`src/rtl/callstack_pkg.sv`:
```
package callstack_pkg;

    typedef enum logic [3:0] {
        ST_IDLE,
        ST_PUSH_HI,
        ST_PUSH_LO,
        ST_PUSH_ST,
        ST_PULL_ST,
        ST_PULL_LO,
        ST_PULL_HI,
        ST_PULL_END,
        ST_DONE
    } seq_state_e;

    typedef enum logic [1:0] {
        OP_CALL,
        OP_RET,
        OP_IRQ,
        OP_RTI
    } stack_op_e;

    typedef enum logic [1:0] {
        WSEL_HI,
        WSEL_LO,
        WSEL_ST
    } wsel_e;

endpackage

```
`src/rtl/callstack_ptr.sv`:
```
module callstack_ptr #(
    parameter int          PTR_W    = 8,
    parameter logic [PTR_W-1:0] PTR_INIT = '1
) (
    input  logic             clk,
    input  logic             rst_n,
    input  logic             dec,
    input  logic             inc,
    output logic [PTR_W-1:0] ptr,
    output logic [PTR_W-1:0] ptr_up
);

    localparam logic [PTR_W-1:0] ONE = PTR_W'(1);

    always_ff @(posedge clk) begin
        if (!rst_n) begin
            ptr <= PTR_INIT;
        end else if (dec) begin
            ptr <= ptr - ONE;
        end else if (inc) begin
            ptr <= ptr + ONE;
        end
    end

    assign ptr_up = ptr + ONE;

    // pointer moves by exactly one per access, wrapping
    a_r3_push_decrements: assert property (@(posedge clk) disable iff (!rst_n)
        dec |=> ptr == $past(ptr) - ONE);
    a_r3_pull_increments: assert property (@(posedge clk) disable iff (!rst_n)
        inc |=> ptr == $past(ptr) + ONE);
    a_r3_idle_holds: assert property (@(posedge clk) disable iff (!rst_n)
        (!dec && !inc) |=> $stable(ptr));

endmodule

```
`src/rtl/callstack_ctrl.sv`:
```
module callstack_ctrl
    import callstack_pkg::*;
(
    input  logic  clk,
    input  logic  rst_n,
    input  logic  cmd_call,
    input  logic  cmd_ret,
    input  logic  cmd_irq,
    input  logic  cmd_rti,
    output logic  accept,
    output logic  accept_call,
    output logic  mem_we,
    output logic  mem_re,
    output logic  ptr_dec,
    output logic  ptr_inc,
    output wsel_e wsel,
    output logic  cap_st,
    output logic  cap_lo,
    output logic  load_pc,
    output logic  plus_one,
    output logic  load_st,
    output logic  busy,
    output logic  done
);

    seq_state_e state_q, state_d;
    stack_op_e  op_q, op_d;
    logic       any_cmd;

    assign any_cmd = cmd_call | cmd_ret | cmd_irq | cmd_rti;

    // state register
    always_ff @(posedge clk) begin
        if (!rst_n) begin
            state_q <= ST_IDLE;
            op_q    <= OP_CALL;
        end else begin
            state_q <= state_d;
            op_q    <= op_d;
        end
    end

    // next-state logic with R9 priority
    always_comb begin
        state_d = state_q;
        op_d    = op_q;
        unique case (state_q)
            ST_IDLE: begin
                if (cmd_irq) begin
                    op_d    = OP_IRQ;
                    state_d = ST_PUSH_HI;
                end else if (cmd_rti) begin
                    op_d    = OP_RTI;
                    state_d = ST_PULL_ST;
                end else if (cmd_call) begin
                    op_d    = OP_CALL;
                    state_d = ST_PUSH_HI;
                end else if (cmd_ret) begin
                    op_d    = OP_RET;
                    state_d = ST_PULL_LO;
                end
            end
            ST_PUSH_HI:  state_d = ST_PUSH_LO;
            ST_PUSH_LO:  state_d = (op_q == OP_IRQ) ? ST_PUSH_ST : ST_DONE;
            ST_PUSH_ST:  state_d = ST_DONE;
            ST_PULL_ST:  state_d = ST_PULL_LO;
            ST_PULL_LO:  state_d = ST_PULL_HI;
            ST_PULL_HI:  state_d = ST_PULL_END;
            ST_PULL_END: state_d = ST_DONE;
            ST_DONE:     state_d = ST_IDLE;
            default:     state_d = ST_IDLE;
        endcase
    end

    // output logic
    always_comb begin
        accept      = (state_q == ST_IDLE) && any_cmd;
        accept_call = accept && !cmd_irq && !cmd_rti && cmd_call;
        mem_we      = 1'b0;
        mem_re      = 1'b0;
        wsel        = WSEL_HI;
        cap_st      = 1'b0;
        cap_lo      = 1'b0;
        load_pc     = 1'b0;
        load_st     = 1'b0;
        plus_one    = (op_q == OP_RET);
        done        = 1'b0;
        busy        = (state_q != ST_IDLE);
        unique case (state_q)
            ST_PUSH_HI: begin
                mem_we = 1'b1;
                wsel   = WSEL_HI;
            end
            ST_PUSH_LO: begin
                mem_we = 1'b1;
                wsel   = WSEL_LO;
            end
            ST_PUSH_ST: begin
                mem_we = 1'b1;
                wsel   = WSEL_ST;
            end
            ST_PULL_ST: mem_re = 1'b1;
            ST_PULL_LO: begin
                mem_re = 1'b1;
                cap_st = (op_q == OP_RTI);
            end
            ST_PULL_HI: begin
                mem_re = 1'b1;
                cap_lo = 1'b1;
            end
            ST_PULL_END: begin
                load_pc = 1'b1;
                load_st = (op_q == OP_RTI);
            end
            ST_DONE: done = 1'b1;
            default: ;
        endcase
        ptr_dec = mem_we;
        ptr_inc = mem_re;
    end

    // acceptance raises busy next cycle
    a_r8_busy_after_accept: assert property (@(posedge clk) disable iff (!rst_n)
        (!busy && any_cmd) |=> busy);
    // busy drops right after done
    a_r8_idle_after_done: assert property (@(posedge clk) disable iff (!rst_n)
        done |=> !busy);
    // one access kind at a time
    a_r2_single_access: assert property (@(posedge clk) disable iff (!rst_n)
        !(mem_we && mem_re));
    // captures follow a read issued the cycle before
    a_r10_capture_after_read: assert property (@(posedge clk) disable iff (!rst_n)
        (cap_lo || cap_st || load_pc) |-> $past(mem_re));

endmodule

```
`src/rtl/callstack_data.sv`:
```
module callstack_data
    import callstack_pkg::*;
#(
    parameter int BYTE_W = 8,
    parameter int PC_W   = 2 * BYTE_W
) (
    input  logic              clk,
    input  logic              rst_n,
    input  logic              accept,
    input  logic              accept_call,
    input  logic [PC_W-1:0]   pc_in,
    input  logic [BYTE_W-1:0] status_in,
    input  wsel_e             wsel,
    output logic [BYTE_W-1:0] wdata,
    input  logic [BYTE_W-1:0] rdata,
    input  logic              cap_st,
    input  logic              cap_lo,
    input  logic              load_pc,
    input  logic              plus_one,
    input  logic              load_st,
    output logic [PC_W-1:0]   pc_out,
    output logic [BYTE_W-1:0] status_out
);

    localparam logic [PC_W-1:0] PC_ONE = PC_W'(1);

    logic [PC_W-1:0]   push_val;
    logic [BYTE_W-1:0] st_hold;
    logic [BYTE_W-1:0] st_cap;
    logic [BYTE_W-1:0] lo_cap;

    always_ff @(posedge clk) begin
        if (!rst_n) begin
            push_val   <= '0;
            st_hold    <= '0;
            st_cap     <= '0;
            lo_cap     <= '0;
            pc_out     <= '0;
            status_out <= '0;
        end else begin
            if (accept) begin
                push_val <= accept_call ? (pc_in - PC_ONE) : pc_in;
                st_hold  <= status_in;
            end
            if (cap_st) st_cap <= rdata;
            if (cap_lo) lo_cap <= rdata;
            if (load_pc) pc_out <= {rdata, lo_cap} + (plus_one ? PC_ONE : '0);
            if (load_st) status_out <= st_cap;
        end
    end

    always_comb begin
        unique case (wsel)
            WSEL_HI: wdata = push_val[PC_W-1 -: BYTE_W];
            WSEL_LO: wdata = push_val[BYTE_W-1:0];
            WSEL_ST: wdata = st_hold;
            default: wdata = '0;
        endcase
    end

    // restored values move only on a load
    a_r11_pc_holds: assert property (@(posedge clk) disable iff (!rst_n)
        !load_pc |=> $stable(pc_out));
    a_r11_status_holds: assert property (@(posedge clk) disable iff (!rst_n)
        !load_st |=> $stable(status_out));

endmodule

```
`src/rtl/callstack_seq.sv`:
```
module callstack_seq
    import callstack_pkg::*;
#(
    parameter int               BYTE_W    = 8,
    parameter int               PC_W      = 2 * BYTE_W,
    parameter logic [BYTE_W-1:0] STACK_PG = 8'h01,
    parameter logic [BYTE_W-1:0] SP_RESET = 8'hFF
) (
    input  logic              clk,
    input  logic              rst_n,
    input  logic              cmd_call,
    input  logic              cmd_ret,
    input  logic              cmd_irq,
    input  logic              cmd_rti,
    input  logic [PC_W-1:0]   pc_in,
    input  logic [BYTE_W-1:0] status_in,
    input  logic [BYTE_W-1:0] mem_rdata,
    output logic [PC_W-1:0]   mem_addr,
    output logic [BYTE_W-1:0] mem_wdata,
    output logic              mem_we,
    output logic              mem_re,
    output logic [PC_W-1:0]   pc_out,
    output logic [BYTE_W-1:0] status_out,
    output logic [BYTE_W-1:0] sp_out,
    output logic              busy,
    output logic              done
);

    logic        accept, accept_call;
    logic        ptr_dec, ptr_inc;
    logic        cap_st, cap_lo, load_pc, plus_one, load_st;
    wsel_e       wsel;
    logic [BYTE_W-1:0] sp_up;

    callstack_ctrl u_ctrl (
        .clk         (clk),
        .rst_n       (rst_n),
        .cmd_call    (cmd_call),
        .cmd_ret     (cmd_ret),
        .cmd_irq     (cmd_irq),
        .cmd_rti     (cmd_rti),
        .accept      (accept),
        .accept_call (accept_call),
        .mem_we      (mem_we),
        .mem_re      (mem_re),
        .ptr_dec     (ptr_dec),
        .ptr_inc     (ptr_inc),
        .wsel        (wsel),
        .cap_st      (cap_st),
        .cap_lo      (cap_lo),
        .load_pc     (load_pc),
        .plus_one    (plus_one),
        .load_st     (load_st),
        .busy        (busy),
        .done        (done)
    );

    callstack_ptr #(
        .PTR_W    (BYTE_W),
        .PTR_INIT (SP_RESET)
    ) u_ptr (
        .clk    (clk),
        .rst_n  (rst_n),
        .dec    (ptr_dec),
        .inc    (ptr_inc),
        .ptr    (sp_out),
        .ptr_up (sp_up)
    );

    callstack_data #(
        .BYTE_W (BYTE_W),
        .PC_W   (PC_W)
    ) u_data (
        .clk         (clk),
        .rst_n       (rst_n),
        .accept      (accept),
        .accept_call (accept_call),
        .pc_in       (pc_in),
        .status_in   (status_in),
        .wsel        (wsel),
        .wdata       (mem_wdata),
        .rdata       (mem_rdata),
        .cap_st      (cap_st),
        .cap_lo      (cap_lo),
        .load_pc     (load_pc),
        .plus_one    (plus_one),
        .load_st     (load_st),
        .pc_out      (pc_out),
        .status_out  (status_out)
    );

    assign mem_addr = {STACK_PG, (mem_re ? sp_up : sp_out)};

    // a write leaves the pointer one below its address
    a_r3_write_then_dec: assert property (@(posedge clk) disable iff (!rst_n)
        mem_we |=> sp_out == $past(mem_addr[BYTE_W-1:0]) - BYTE_W'(1));
    // a read leaves the pointer at its address
    a_r3_read_after_inc: assert property (@(posedge clk) disable iff (!rst_n)
        mem_re |=> sp_out == $past(mem_addr[BYTE_W-1:0]));
    // pulses while busy cause no new command start
    a_r8_busy_no_restart: assert property (@(posedge clk) disable iff (!rst_n)
        (busy && !done) |=> busy);

endmodule

```
`config.mk`:
```
export PLATFORM = sky130hd
export DESIGN_NAME = callstack_seq
export DESIGN_NICKNAME = d
export VERILOG_FILES = /design/src/rtl/callstack_pkg.sv /design/src/rtl/callstack_ptr.sv /design/src/rtl/callstack_ctrl.sv /design/src/rtl/callstack_data.sv /design/src/rtl/callstack_seq.sv
export SDC_FILE = /design/constraint.sdc
export NUM_CORES = 1
export LEC_CHECK = 0
export BUFFER_PORTS_ARGS = -buffer_cell sky130_fd_sc_hd__buf_2
export CAP_MARGIN = 10
export CORE_ASPECT_RATIO = 1.4
export CORE_MARGIN = 5
export CORE_UTILIZATION = 55
export DETAILED_ROUTE_END_ITERATION = 6
export GPL_TIMING_DRIVEN = 0
export PLACE_DENSITY = 0.92
export SKIP_CTS_REPAIR_TIMING = 1
export SLEW_MARGIN = 10
export SYNTH_ARGS = -nofsm -noshare
export SYNTH_HDL_FRONTEND = slang
export SYNTH_HIERARCHICAL = 1
export SYNTH_SLANG_ARGS = --single-unit
export TNS_END_PERCENT = 100
```
`constraint.sdc`:
```
create_clock -name clk -period 6.05 [get_ports clk]
set_input_delay 0.605 -clock clk [delete_from_list [all_inputs] [get_ports clk]]
set_output_delay 0.605 -clock clk [all_outputs]
set_load 0.005 [all_outputs]
```
==> results of run 1 <==
==> sequential cells by signal, summed over array words and instances, names as in the netlist, 4 cells and up <==
name               cells
u_data/pc_out         16
u_data/push_val       16
u_data/lo_cap          8
u_data/st_cap          8
u_data/st_hold         8
u_data/status_out      8
u_ptr/ptr              8
u_ctrl/state_q         4
==> cell usage in the layout, fill, tap and decap left out, types with 4 or more instances in the layout <==
cell and instances:
nand3_1 8, a211oi_1 7, dfxtp_1 78, ha_1 5, inv_1 17, nand4_1 4
o21ai_0 37, nor2b_1 6, nor4_1 11, mux2i_1 43, nand2_1 29, buf_4 10
nor3_1 13, clkbuf_8 9, conb_1 8, mux2_4 10, buf_2 94, xor2_1 10
a21oi_1 22, nor2_1 51, xnor2_1 27, clkbuf_1 20
==> report_power, final <==
group	internal, mW	switching (mW)
registers	0.569	0.0469
logic	0.258	0.259
clock network	0.276	0.199
total	1.10	0.504
==> kinds of logic (layout without fill, tap and decap cells) <==
kind of cell	Yosys count	count (layout)	share of synthesized area (%)
xor gates and xnor gates	37	37	7.87
buffers and inverters	58	162	6.92
AOI/OAI and AO/OA	83	83	12.2
and+or+nand+nor	150	150	19.1
other	2	8	0.182
muxes	54	54	14.4
DFF	78	78	37.9
adders and majority gates	5	5	1.52
==> Yosys cell counts (2+ instances only) <==
library cell  instances  area [sq um]
nor2_1               51           191
a211oi_1              7          52.6
buf_4                10          75.1
o211ai_1              3          22.5
buf_6                 3          33.8
dfxtp_1              78          1560
o21ai_0              37           185
conb_1                2          7.51
ha_1                  5          62.6
xor2_1               10          87.6
or3_1                 3          18.8
xnor2_1              27           236
a21oi_1              22           110
nand3_1               8          40.0
a31oi_1               2          12.5
nor3b_1               2          15.0
nor4_1               12          75.1
mux2_4               10           150
buf_1                 2          7.51
nand2b_1              2          12.5
clkbuf_1             20          75.1
and3_4                2          22.5
nand2_1              29           109
mux2i_1              43           430
nor2b_1               6          37.5
and3_1                3          18.8
nor3_1               13          65.1
nand4_1               4          25.0
inv_1                17          63.8
buf_2                 6          30.0
==> cell type report <==
cell class              count  area share (%)
multi-input cells         337            46.5
flip-flops and latches     78            31.5
clock inverters             7            2.42
well taps                  97            2.45
plain buffers              41            4.47
clock buffers               9            2.50
inverters                  17            1.29
repair buffers             88            8.89
==> worst min-delay path: cells and delay by family <==
family	cells	cell delay (ns)
muxes	1	0.05
buffers and inverters	1	0.07
and+or+nand+nor	1	0.07
==> metal layers <==
layer | vias up | GRT usage (%) | routed length [um]
met5 | - | 0 | 0
met4 | 0 | 13.1 | 372
met3 | 31 | 4.11 | 682
met2 | 156 | 38.3 | 5300
met1 | 1766 | 23.9 | 3890
li1 | 1815 | - | -
==> worst paths after layout <==
| kind | startpoint | to | depth (start not counted) |
|---|---|---|---|
| max | u_ctrl/state_q[1]$_SDFFE_PN0P_ | mem_wdata[0] | 8 |
| min | status_in[2] | u_data/st_hold[2]$_SDFFE_PN0P_ | 3 |
| max reg2reg | u_ctrl/state_q[3]$_SDFFE_PN0P_ | u_data/push_val[15]$_SDFFE_PN0P_ | 8 |
| min reg2reg | u_ctrl/op_q[0]$_SDFFE_PN0P_ | u_ctrl/op_q[0]$_SDFFE_PN0P_ | 2 |
==> results by group, run 1 <==
Route
  • Final ANT Viol Nets: 0
  • Post-DR wirelength/cell: 15.2 um
  • Vias post-DR: 3768
  • DR iter-0 viols: 213
  • Post-Route WL: 10200 um
  • DR pass1 iterations: 4
  • Vias per inst: 5.59
  • DRC: 0

Place
  • Routability cong.: 0.952
  • Post-DP HPWL: 7630 um
  • Port bufs: 88
  • Setup Slack @ Placement: 2.54 ns
  • Post-Place Cell Area: 4700 sq um
  • Post-Place Cells: 658

Die
  • Site Rows: 37
  • Die Ht: 112 um
  • Die W: 83.2 um
  • Core region area: 7310 sq um
  • Top Ports: 98
  • Starting Density: 56.3%
  • Die Area: 9350 sq um

Clock network
  • Num CTS Buffers: 9
  • Root Buffer: clkbuf_8
  • CTS tree: built
  • Clock sink total: 78
  • Clk slew on worst S/H paths: 0.08 ns
  • # H-tree levels: 3
  • Clock Latency Late Sink: 0.35 ns
  • Clock buffer depth: 2

Pwr
  • Leak: 1.99 nW
  • PnR Total Power: 1.61 mW
  • PwrDens: 324 nW/um^2
  • Peak VDD IR: 173 uV

STA
  • RSZ-0062 raised after global routing: no
  • Setup TNS: 0 ns
  • Setup violators final: 0
  • Max Clk Rate: 0.275 GHz
  • Tmin final: 3.64 ns
  • Clk_skew: 0.0104 ns
  • Slack of the critical path: 2.41 ns
  • Hold Slack: 0.491 ns
  • Max Slew Vio Count: 0
  • Final period utilization: 60.2%
  • Actual slew at the worst max-slew pin: 1.16 ns
  • Final hold viol count: 0
  • Slew HR: 22.8%

Final layout
  • Multi-input gate area: 2300 sq um
  • Post-route cell area: 4950 sq um
  • Share of post-route cells with drive strength above 1: 25.8%
  • Seq. cell area: 1560 sq um
  • Antenna fix cells: 0
  • Non-filler cells, final: 674
  • Fillers: 592
  • Area grow syn2layout: 20.3%
  • Layout net count: 615
  • Core Util, Final: 67.7%

Run
  • Max-Cap Viols: 0

Logic synthesis
  • Post-synthesis register bit count: 78
  • Synth Cell Area: 4120 sq um
  • Synth Warn #: 6
  • Synth Flop Type: dfxtp_1
  • Post-Synthesis Cells: 467
  • Sequential share of the synthesized area: 37.9%
  • EDFF count, synth: 0
  • Avg Inst Size Synth: 8.82 sq um
  • Library cells used by synthesis: 58
  • Async SR Flop Fraction: 0%

Setup path
  • CP Cell Sequence: buf_2 -> nand2_1 -> nor3b_1 -> nor2b_1 -> clkbuf_1 -> nand2_1 -> o21ai_0 -> buf_2
  • CP peak stage delay: 0.95 ns
  • Slowest stage cell, crit path: nor3b_1
  • Crit path buffers/inverters: 3
  • Crit path launch type: flop
  • Crit-path max FO: 10
  • R2R setup slack: 2.88 ns
  • WP data arrival: 3.04 ns
  • Endpoint class of the critical path: output port
  • Worst setup path class: flop to output port
  • Critical path required time: 5.44 ns
  • Crit path max-delay family: simple AND/OR/NAND/NOR gates

GRT
  • First-pass GRT wire length: 16800 um
  • Largest net degree at the start of global routing: 15
  • Vias in the first global route: 3656
  • Overflow after GRT: 0
  • Initial antenna violation count: 0
  • Tot GR Track Use: 21.7%

Status
  • Status: finished clean

Hold path
  • HP Class: input port to flop
Note: power is estimated with default switching activity, not from simulation.
==> run 2, diff against run 1 <==
--- a/config.mk
+++ b/config.mk
@@ -9,10 +9,10 @@
 export CAP_MARGIN = 10
 export CORE_ASPECT_RATIO = 1.4
 export CORE_MARGIN = 5
-export CORE_UTILIZATION = 55
+export CORE_UTILIZATION = 49
 export DETAILED_ROUTE_END_ITERATION = 6
 export GPL_TIMING_DRIVEN = 0
-export PLACE_DENSITY = 0.92
+export PLACE_DENSITY = 0.87
 export SKIP_CTS_REPAIR_TIMING = 1
 export SLEW_MARGIN = 10
 export SYNTH_ARGS = -nofsm -noshare
==> constraint.sdc (replaced) <==
create_clock -name clk -period 3.1 [get_ports clk]
set_input_delay 0.31 -clock clk [delete_from_list [all_inputs] [get_ports clk]]
set_output_delay 0.31 -clock clk [all_outputs]
set_load 0.005 [all_outputs]
==> run 2 against run 1 <==
Against the previous run:
- first-iteration DRC count is 40% lower
- combinational power rose by 96%
- hold slack got worse by 0.28 ns
- worst setup slack worse by 2.2 ns
- count of clock-buffer cells in the layout up 3
- largest cell class unchanged
- largest power group unchanged
- highest routed layer unchanged
==> results by group, run 2 (synthesis gave the netlist of run 1 again) <==
Setup path
  • Cell mode on critical path: nor4_4
  • CP peak stage delay: 0.48 ns (was 0.95 ns)
  • Worst Reg-to-Reg Cells: 8 (unchanged)
  • Crit-path max FO: 5 (was 10)
  • Critical path required time: 3.36 ns (was 5.44 ns)
  • RR Endpoint: u_data/push_val[15]$_SDFFE_PN0P_ (unchanged)
  • Crit path buffers/inverters: 2 (was 3)
  • WP data arrival: 3.20 ns (was 3.04 ns)
  • Crit path max-delay family: simple AND/OR/NAND/NOR gates (unchanged)
  • R2R setup slack: 0.16 ns (was 2.88 ns)
  • CP Cell Sequence: nor4_4 -> inv_2 -> nor4_4 -> or4b_1 -> buf_2 -> or4_4 -> or3_1 -> a31oi_1 (was buf_2 -> nand2_1 -> nor3b_1 -> nor2b_1 -> clkbuf_1 -> nand2_1 -> o21ai_0 -> buf_2)
  • Worst R2R Start: u_ctrl/state_q[0]$_SDFFE_PN0P_ (was u_ctrl/state_q[3]$_SDFFE_PN0P_)
  • Slowest stage cell, crit path: or4b_1 (was nor3b_1)
  • Crit path launch type: flop (unchanged)
  • Worst setup path class: flop to flop (was flop to output port)
  • Endpoint class of the critical path: flop (was output port)

Clock network
  • Clk slew on worst S/H paths: 0.06 ns (was 0.08 ns)
  • Clock buffer depth: 2 (unchanged)
  • Clock Latency Late Sink: 0.34 ns (was 0.35 ns)
  • Root Buffer: clkbuf_16 (was clkbuf_8)
  • Clock sink total: 78 (unchanged)
  • # H-tree levels: 3 (unchanged)
  • Num CTS Buffers: 9 (unchanged)
  • CTS tree: built (unchanged)

Die
  • Starting Density: 50.3% (was 56.3%)
  • Die W: 87.5 um (was 83.2 um)
  • Top Ports: 98 (unchanged)
  • Site Rows: 39 (was 37)
  • Die Ht: 119 um (was 112 um)
  • Die Area: 10400 sq um (was 9350 sq um)
  • Core region area: 8200 sq um (was 7310 sq um)

GRT
  • First-pass GRT wire length: 17100 um (was 16800 um)
  • Initial antenna violation count: 0 (unchanged)
  • Tot GR Track Use: 20.3% (was 21.7%)
  • Largest net degree at the start of global routing: 13 (was 15)
  • Vias in the first global route: 3610 (was 3656)
  • Overflow after GRT: 0 (unchanged)

Route
  • DRC: 0 (unchanged)
  • Vias per inst: 5.34 (was 5.59)
  • Vias post-DR: 3634 (was 3768)
  • Routed met3 length: 789 um (was 682 um)
  • DR pass1 iterations: 5 (was 4)
  • Met2 wire length: 5100 um (was 5300 um)
  • Final ANT Viol Nets: 0 (unchanged)
  • DR iter-0 viols: 128 (was 213)
  • Met1 wire length: 4000 um (was 3890 um)
  • Post-Route WL: 10100 um (was 10200 um)
  • Max Used Layer: met4 (unchanged)
  • Post-DR wirelength/cell: 14.9 um (was 15.2 um)

Final layout
  • Core Util, Final: 61.2% (was 67.7%)
  • Area grow syn2layout: 21.8% (was 20.3%)
  • Antenna fix cells: 0 (unchanged)
  • Biggest regs: u_data/pc_out (16), u_data/push_val (16) (unchanged)
  • Layout net count: 617 (was 615)
  • Non-filler cells, final: 680 (was 674)
  • Most frequent cells in the layout: buf_2, dfxtp_1, nor2_1 (unchanged)
  • Post-route cell area: 5020 sq um (was 4950 sq um)
  • Share of post-route cells with drive strength above 1: 26.0% (was 25.8%)
  • Most common cell after layout, fill and taps aside: buf_2 (unchanged)

STA
  • Slack of the critical path: 0.164 ns (was 2.41 ns)
  • Slew HR: 54.1% (was 22.8%)
  • Final period utilization: 94.7%
  • Hold Slack: 0.214 ns (was 0.491 ns)
  • Tmin final: 2.94 ns
  • RSZ-0062 raised after global routing: no (unchanged)
  • Setup violators final: 0 (unchanged)
  • Max Clk Rate: 0.341 GHz
  • Max Slew Vio Count: 0 (unchanged)
  • Final hold viol count: 0 (unchanged)
  • Actual slew at the worst max-slew pin: 0.689 ns (was 1.16 ns)
  • Clk_skew: 0.00512 ns (was 0.0104 ns)

Place
  • Routability cong.: 0.935 (was 0.952)
  • Setup Slack @ Placement: -0.430 ns (was 2.54 ns)
  • Post-Place Cell Area: 4710 sq um (was 4700 sq um)
  • Post-Place Cells: 663 (was 658)
  • Port bufs: 88 (unchanged)
  • Post-DP HPWL: 7640 um (was 7630 um)

Hold path
  • HP Class: input port to flop (unchanged)
  • Hold Path Origin: status_in[2] (unchanged)
  • Hold EP: u_data/st_hold[2]$_SDFFE_PN0P_ (unchanged)
  • WHS Path Cells: 3 (unchanged)

Run
  • Max-Cap Viols: 0 (unchanged)

Pwr
  • Peak VDD IR: 414 uV (was 173 uV)
  • Leak: 2.01 nW (was 1.99 nW)
  • PwrDens: 632 nW/um^2 (was 324 nW/um^2)

Status
  • Status: finished clean (unchanged)
run 2: changes by cell type in the layout (fill, tap and decap cells not counted):
cell	delta
clkbuf_16	+9
nor4_2	-1
clkbuf_1	+2
nor4_4	+1
inv_1	-1
clkbuf_8	-8
clkinv_4	+1
bufinv_16	-3
nor3b_1	-1
buf_4	+2
inv_6	-2
inv_2	+1
nor3b_4	+1
run 2: worst max path at each step:
stage	from	endpoint	slack, ns	cells after the start
6_report	u_ctrl/state_q[0]$_SDFFE_PN0P_	u_data/push_val[15]$_SDFFE_PN0P_	0.16	8
5_1_grt	u_ctrl/state_q[1]$_SDFFE_PN0P_	mem_wdata[6]	0.01	9
4_1_cts	u_ctrl/state_q[3]$_SDFFE_PN0P_	u_data/push_val[15]$_SDFFE_PN0P_	-0.44	8
3_5_place_dp	u_ctrl/state_q[3]$_SDFFE_PN0P_	u_data/push_val[15]$_SDFFE_PN0P_	-0.43	8
3_3_place_gp	u_ctrl/state_q[3]$_SDFFE_PN0P_	u_data/push_val[15]$_SDFFE_PN0P_	-0.29	8
2_1_floorplan	u_ctrl/state_q[2]$_SDFFE_PN0P_	u_data/push_val[15]$_SDFFE_PN0P_	0.20	8
run 2: worst min-delay path, stage by stage:
cell	delay (ns)
buf_2	0.07
mux2i_1	0.05
nor2_1	0.07
run 2: final cells by class:
cell class | instances | area (sq um)
Fill cell | 725 | 3180
Multi-Input combinational cell | 337 | 2320
Sequential cell | 78 | 1560
Timing Repair Buffer | 90 | 455
Clock buffer | 12 | 246
Buffer | 41 | 221
Tap cell | 102 | 128
Inverter | 17 | 63.8
Clock inverter | 3 | 21.3
run 2: per-layer routing:
| metal | vias up | global-route usage (%) |
|---|---|---|
| li1 | 1825 | - |
| met1 | 1663 | 24.1 |
| met2 | 129 | 34.0 |
| met3 | 17 | 5.98 |
| met4 | 0 | 7.87 |
| met5 | - | 0 |
run 2: through the flow:
step / TNS [ns] / total power, mW
after global placement: -0.666 / 2.18
after detailed placement: -1.23 / 2.22
after CTS: -2.78 / 3.19
final: 0 / 3.17
after floorplan: 0 / 1.92
after global routing: 0 / 3.37
run 2: power breakdown:
| part | internal [mW] | switching, mW |
|---|---|---|
| logic | 0.508 | 0.506 |
| registers | 1.11 | 0.0890 |
| clock network | 0.559 | 0.398 |
